--- src/rtl/lat_pkg.sv ---
package lat_pkg;
  localparam int unsigned DEF_BCN_W     = 12;
  localparam int unsigned DEF_BCN_LAST  = 3563;
  localparam int unsigned DEF_BCN_NOVAL = 'hDEF;
  localparam int unsigned DEF_IV_W      = 12;

  typedef enum logic {
    MON_WAIT = 1'b0,
    MON_RUN  = 1'b1
  } mon_state_e;
endpackage

--- src/rtl/bx_counter.sv ---
module bx_counter #(
  parameter int unsigned BCN_W    = lat_pkg::DEF_BCN_W,
  parameter int unsigned BCN_LAST = lat_pkg::DEF_BCN_LAST
) (
  input  logic             clk,
  input  logic             rst_n,
  input  logic             orbit_clr,
  output logic [BCN_W-1:0] bcn
);
  localparam logic [BCN_W-1:0] LAST = BCN_W'(BCN_LAST);
  localparam logic [BCN_W-1:0] ONE  = BCN_W'(1);

  function automatic logic [BCN_W-1:0] step_bcn(input logic [BCN_W-1:0] cur);
    return (cur >= LAST) ? '0 : cur + ONE;
  endfunction

  always_ff @(posedge clk) begin
    if (!rst_n)         bcn <= '0;
    else if (orbit_clr) bcn <= '0;
    else                bcn <= step_bcn(bcn);
  end

  assert_bcn_range_R1: assert property (@(posedge clk) disable iff (!rst_n)
    bcn <= LAST);
  assert_bcn_wrap_R1: assert property (@(posedge clk) disable iff (!rst_n)
    (bcn == LAST) |=> (bcn == '0));
  assert_orbit_clear_R2: assert property (@(posedge clk) disable iff (!rst_n)
    orbit_clr |=> (bcn == '0));
endmodule

--- src/rtl/arrival_capture.sv ---
module arrival_capture #(
  parameter int unsigned BCN_W     = lat_pkg::DEF_BCN_W,
  parameter int unsigned BCN_NOVAL = lat_pkg::DEF_BCN_NOVAL
) (
  input  logic             clk,
  input  logic             rst_n,
  input  logic             is_data,
  input  logic             delay_chg,
  input  logic [BCN_W-1:0] bcn,
  output logic             rise,
  output logic [BCN_W-1:0] arrival,
  output logic             valid
);
  localparam logic [BCN_W-1:0] NOVAL = BCN_W'(BCN_NOVAL);

  logic prev_data;

  function automatic logic is_rise(input logic prev, input logic cur);
    return !prev && cur;
  endfunction

  assign rise  = is_rise(prev_data, is_data);
  assign valid = (arrival != NOVAL);

  always_ff @(posedge clk) begin
    if (!rst_n) begin
      prev_data <= 1'b1;
      arrival   <= NOVAL;
    end else begin
      prev_data <= is_data;
      if (delay_chg) arrival <= NOVAL;
      else if (rise) arrival <= bcn;
    end
  end

  assert_capture_R3: assert property (@(posedge clk) disable iff (!rst_n)
    (rise && !delay_chg) |=> (arrival == $past(bcn)));
  assert_invalidate_R4: assert property (@(posedge clk) disable iff (!rst_n)
    delay_chg |=> (arrival == NOVAL));
  assert_hold_R5: assert property (@(posedge clk) disable iff (!rst_n)
    (!rise && !delay_chg) |=> $stable(arrival));
endmodule

--- src/rtl/interval_check.sv ---
module interval_check #(
  parameter int unsigned IV_W = lat_pkg::DEF_IV_W
) (
  input  logic clk,
  input  logic rst_n,
  input  logic rise,
  input  logic ref_strobe,
  input  logic delay_chg,
  input  logic err_clear,
  output logic interval_err
);
  import lat_pkg::*;

  localparam logic [IV_W-1:0] ONE  = IV_W'(1);
  localparam logic [IV_W-1:0] TOP  = '1;

  mon_state_e      state;
  logic [IV_W-1:0] run_cnt;
  logic [IV_W-1:0] ref_val;
  logic            have_ref;
  logic            close_iv;
  logic            mismatch;

  function automatic logic [IV_W-1:0] sat_inc(input logic [IV_W-1:0] v);
    return (v == TOP) ? v : v + ONE;
  endfunction

  assign close_iv = ref_strobe && (state == MON_RUN);
  assign mismatch = close_iv && have_ref && (run_cnt != ref_val);

  always_ff @(posedge clk) begin
    if (!rst_n) begin
      state        <= MON_WAIT;
      run_cnt      <= '0;
      ref_val      <= '0;
      have_ref     <= 1'b0;
      interval_err <= 1'b0;
    end else begin
      if (mismatch)       interval_err <= 1'b1;
      else if (err_clear) interval_err <= 1'b0;

      if (close_iv) ref_val <= run_cnt;

      if (delay_chg)     have_ref <= 1'b0;
      else if (close_iv) have_ref <= 1'b1;

      if (rise) begin
        state   <= MON_RUN;
        run_cnt <= ONE;
      end else if (close_iv) begin
        state <= MON_WAIT;
      end else if (state == MON_RUN) begin
        run_cnt <= sat_inc(run_cnt);
      end
    end
  end

  assert_err_cause_R7: assert property (@(posedge clk) disable iff (!rst_n)
    $rose(interval_err) |-> $past(ref_strobe));
  assert_err_sticky_R8: assert property (@(posedge clk) disable iff (!rst_n)
    (interval_err && !err_clear) |=> interval_err);
  assert_no_err_without_ref_R9: assert property (@(posedge clk) disable iff (!rst_n)
    (!have_ref && !interval_err && !err_clear) |=> !$rose(interval_err));
endmodule

--- src/rtl/link_arrival_stamp.sv ---
module link_arrival_stamp #(
  parameter int unsigned BCN_W     = lat_pkg::DEF_BCN_W,
  parameter int unsigned BCN_LAST  = lat_pkg::DEF_BCN_LAST,
  parameter int unsigned BCN_NOVAL = lat_pkg::DEF_BCN_NOVAL,
  parameter int unsigned IV_W      = lat_pkg::DEF_IV_W
) (
  input  logic             clk,
  input  logic             rst_n,
  input  logic             orbit_mark,
  input  logic             word_is_data,
  input  logic             delay_changed,
  input  logic             ref_strobe,
  input  logic             err_clear,
  output logic [BCN_W-1:0] bcn,
  output logic [BCN_W-1:0] arrival_bcn,
  output logic             arrival_valid,
  output logic             interval_err
);
  logic first_data;

  bx_counter #(.BCN_W(BCN_W), .BCN_LAST(BCN_LAST)) u_cnt (
    .clk(clk), .rst_n(rst_n), .orbit_clr(orbit_mark), .bcn(bcn)
  );

  arrival_capture #(.BCN_W(BCN_W), .BCN_NOVAL(BCN_NOVAL)) u_cap (
    .clk(clk), .rst_n(rst_n), .is_data(word_is_data), .delay_chg(delay_changed),
    .bcn(bcn), .rise(first_data), .arrival(arrival_bcn), .valid(arrival_valid)
  );

  interval_check #(.IV_W(IV_W)) u_mon (
    .clk(clk), .rst_n(rst_n), .rise(first_data), .ref_strobe(ref_strobe),
    .delay_chg(delay_changed), .err_clear(err_clear), .interval_err(interval_err)
  );
endmodule

--- config.mk ---
export PLATFORM = sky130hd
export DESIGN_NAME = link_arrival_stamp
export DESIGN_NICKNAME = d
export VERILOG_FILES = /design/src/rtl/lat_pkg.sv /design/src/rtl/bx_counter.sv /design/src/rtl/arrival_capture.sv /design/src/rtl/interval_check.sv /design/src/rtl/link_arrival_stamp.sv
export SDC_FILE = /design/constraint.sdc
export NUM_CORES = 1
export LEC_CHECK = 0
export BUFFER_PORTS_ARGS = -buffer_cell sky130_fd_sc_hd__buf_2
export CAP_MARGIN = 30
export CORE_MARGIN = 4
export CORE_UTILIZATION = 30
export DETAILED_ROUTE_END_ITERATION = 6
export PLACE_DENSITY = 0.58
export RECOVER_POWER = 50
export SYNTH_ARGS = -nofsm -noshare
export SYNTH_HDL_FRONTEND = slang
export SYNTH_SLANG_ARGS = --single-unit
--- constraint.sdc ---
create_clock -name clk -period 4.6 [get_ports clk]
set_clock_uncertainty 0.15 [all_clocks]
set_input_delay 0.92 -clock clk [delete_from_list [all_inputs] [get_ports clk]]
set_output_delay 0.92 -clock clk [all_outputs]
set_load 0.01 [all_outputs]
==> reports/results.tsv <==
stage	metric	value	unit
critical_path	WP buf/inv	1	
critical_path	Crit-path slowest cell	or4_1	
finish	nets@finish	308	
logic_synthesis	Synth Area per Inst	8.431	µm²
pwr	internal power	583.1	µW
critical_path	Crit. path cell count	4	
floorplan	Ports	33	
route	vias per cell	4.910	
sta	crit share post-route	54.84	%
logic_synthesis	Yosys reg bits	52	
global_route	global route overflow	0	
route	met1 wire length	2335	µm
placed_design	port bufs	32	
logic_synthesis	Synth Flop Type	dfxtp_1	
logic_synthesis	share of the yosys chip area belonging to registers	44.90	%
cts	clock buffer depth	2	
pwr	combinational fraction of design power	5.3	%
floorplan	core region area	0.007370	mm²
cts	clk_lat worst skew	0.32	ns
global_route	largest net degree at the start of global routing	22	
cts	Num CTS Buffers	5	
floorplan	Die Span Y	95.91	µm
cts	hold_buf cts	0	
critical_path	arrival time worst endpoint	2.62	ns
pwr	power share of the clock group	35.2	%
route	drt initial violations	69	
critical_path	Crit path required time	4.69	ns
critical_path	R2R depth	4	
finish	FF/Latch Area	0.001041	mm²
pwr	PD cells	300.1	mW/mm²
route	Post-DRT Antenna Nets	0	
sta	worst slew pin tran	0.9146	ns
critical_path	crit path cell chain	clkbuf_1 > nand2_1 > or4_1 > o21ai_1	
logic_synthesis	Synth area leaders	dfxtp_1 45%, nand2_1 9.6%, xor2_1 5.3%	
logic_synthesis	Synth top area share	44.90	%
global_route	initial antenna violation count	0	
floorplan	die footprint	0.009199	mm²
route	final routed DRC violation total	0	
cts	Post-CTS Resized	0	
run_status	status	finished, final reports clean	
finish	multi-input logic area	0.001195	mm²
route	drt total wl	5075	µm
cts	Setup Buffers After CTS	0	
logic_synthesis	Mapped Area	0.002318	mm²
critical_path	critical path's top delay family	simple AND/OR/NAND/NOR gates	
critical_path	Startpoint Class	input port	
sta	Final min period	2.523	ns
route	met3 WL	235	µm
route	highest metal used	met4	
route	drt pass-1 iters	4	
critical_path	Critical Path Start	rst_n	
pwr	sequential share of power	59.4	%
critical_path	worst flop-to-flop path endpoint	u_mon.run_cnt[11]	
logic_synthesis	Unique masters post-synth	42	
finish	FILL cells	811	
logic_synthesis	Post-Syn Nets	284	
global_route	vias in the first global route	1843	
job	Max Cap Viol	0	
pwr	Sw Pwr	198.6	µW
route	via count	1959	
route	Routed wire per std cell	12.72	µm
sta	Slew Limit Headroom	39.03	%
critical_path	Worst R2R Setup Slack	2.52	ns
floorplan	die width	95.91	µm
cts	Sink Count	52	
placed_design	DP HPWL	3672	µm
floorplan	initial core utilization	31.46	%
critical_path	Crit. End Element	register	
sta	Max Clk Rate	0.3964	GHz
critical_path	Reg-to-Reg Start	u_cap.prev_data	
route	metal2 WL	2452	µm
sta	final hold violation count	0	
critical_path	Largest stage delay, worst path	0.60	ns
logic_synthesis	most frequent cell after synthesis	nand2_1	
pwr	sw frac	25.40	%
critical_path	crit path max fanout	21	
logic_synthesis	Commonest cells post-synth	59 x nand2_1, 52 x dfxtp_1, 22 x nor2_1	
finish	# diodes	0	
logic_synthesis	FFs w/ async S/R, synth	0	%
finish	Layout area overhead	12.36	%
logic_synthesis	Synth area leader	dfxtp_1	
worst_hold_path	Hold Path Class	reg2reg	
logic_synthesis	Synth Instances	275	
cts	Root Driver	clkbuf_8	
finish	layout cells sized above 1	8.333	%
cts	CTS tree	built	
pwr	static leakage	0.9820	nW
sta	Post-Route Setup TNS	0	ns
global_route	first-pass GRT wire length	8680	µm
sta	RSZ-0062 raised after global routing	no	
sta	Final setup viols	0	
logic_synthesis	synth warn	0	
floorplan	Row Count	31	
critical_path	worst setup path category	in2reg	
sta	Slew Viols, Final	0	
cts	CTS clk-pin slew, worst paths	0.11	ns
pwr	post-layout power	781.6	µW
critical_path	Setup crit end	u_mon.run_cnt[11]	
global_route	total track usage	11.89	%
placed_design	placer's final routability congestion estimate	0.8121	
cts	H-tree Lvls	2	
pwr	peak supply drop	0.1236	mV
logic_synthesis	EDFF count, synth	0	
[worst min-delay path: cells and delay by family, from the launching register on]
family	cells	cell delay [ns]
flip-flops	1	0.34
AND/OR/NAND/NOR	1	0.06
AO/OA/AOI/OAI	1	0.05
[power groups by stage]
stage	registers [mW]	clock network, mW	logic (mW)
after CTS	0.465	0.287	0.0438
final	0.465	0.275	0.0416
after floorplan	0.475	0	0.0273
after detailed placement	0.475	0	0.0436
after global placement	0.475	0	0.0430
after global routing	0.466	0.303	0.0484
[cell type report]
cell class	count	area share, %
Clock inverter	3	0.9606
Multi-Input combinational cell	204	45.87
Sequential cell	52	39.96
Clock buffer	5	2.642
Inverter	4	0.5764
Tap cell	99	4.755
Timing Repair Buffer	32	5.235
[layout by cell type, fill, tap and decap left out, drive strengths merged, types with 2 or more instances in the layout]
| cell type | Yosys | routed |
|---|---|---|
| or4 | 2 | 2 |
| nand4b | 3 | 3 |
| dfxtp | 52 | 52 |
| and2 | 3 | 3 |
| buf | 7 | 13 |
| ha | 2 | 2 |
| nor2b | 3 | 3 |
| a31oi | 3 | 3 |
| a21oi | 7 | 7 |
| xor2 | 14 | 14 |
| a21boi | 14 | 14 |
| nand2b | 5 | 5 |
| a41oi | 2 | 2 |
| nor2 | 22 | 22 |
| or3 | 3 | 3 |
| nand2 | 60 | 60 |
| o21ai | 4 | 4 |
| nand4 | 7 | 7 |
| nand3 | 14 | 14 |
| and4b | 2 | 2 |
| o311ai | 2 | 2 |
| nor4 | 3 | 3 |
| and4 | 2 | 2 |
| o21a | 2 | 2 |
| nor3 | 6 | 6 |
| inv | 4 | 6 |
| o41ai | 2 | 2 |
| xnor2 | 11 | 11 |
| clkbuf | 8 | 24 |
[logic make-up (layout without fill, tap and decap cells)]
logic type	Yosys count	in the layout	synth area share (%)
AO/OA/AOI/OAI	41	41	12.36
adder cells (fa/ha/maj)	2	2	1.079
AND/OR/NAND/NOR	135	135	28.23
XOR/XNOR	25	25	9.444
multiplexers	1	1	0.4317
flip-flops	52	52	44.90
buffers and inverters	19	44	3.562
[through the flow]
| step | std cells | hold WS (ns) | setup WS (ns) | utilization [%] | cell area [µm²] |
|---|---|---|---|---|---|
| 2_1_floorplan | 275 | 0.2902 | 2.508 | - | 2318 |
| 3_3_place_gp | 391 | 0.2975 | 1.950 | 34.40 | 2535 |
| 3_5_place_dp | 391 | 0.3144 | 1.872 | 34.40 | 2535 |
| 4_1_cts | 399 | 0.3313 | 2.179 | 35.67 | 2629 |
| 5_1_grt | 399 | 0.3596 | 1.778 | 35.35 | 2605 |
| 6_report | 399 | 0.3338 | 2.077 | 35.35 | 2605 |
[layer usage]
metal	global-route usage, %	vias to the layer above
li1	-	993
met1	14.81	915
met2	20.21	44
met3	2.893	7
met4	3.673	0
met5	0	-
[flip-flops by register name, summed over array words and instances (netlist names)]
name	cells
u_cap.arrival	12
u_cap.prev_data	1
u_cnt.bcn	12
u_mon.have_ref	1
u_mon.interval_err	1
u_mon.ref_val	12
u_mon.run_cnt	12
u_mon.state	1
[worst min-delay path by stage]
stage | from | to | slack [ns] | cells past startpoint
after floorplan | u_mon.have_ref | u_mon.have_ref | 0.29 | 2
after global placement | u_mon.have_ref | u_mon.have_ref | 0.30 | 2
after detailed placement | u_cap.arrival[9] | u_cap.arrival[9] | 0.31 | 2
after CTS | u_cap.arrival[9] | u_cap.arrival[9] | 0.33 | 2
after global routing | u_mon.ref_val[4] | u_mon.ref_val[4] | 0.36 | 2
final | u_cap.arrival[9] | u_cap.arrival[9] | 0.33 | 2
No activity file was read; power rests on OpenSTA's default activity.
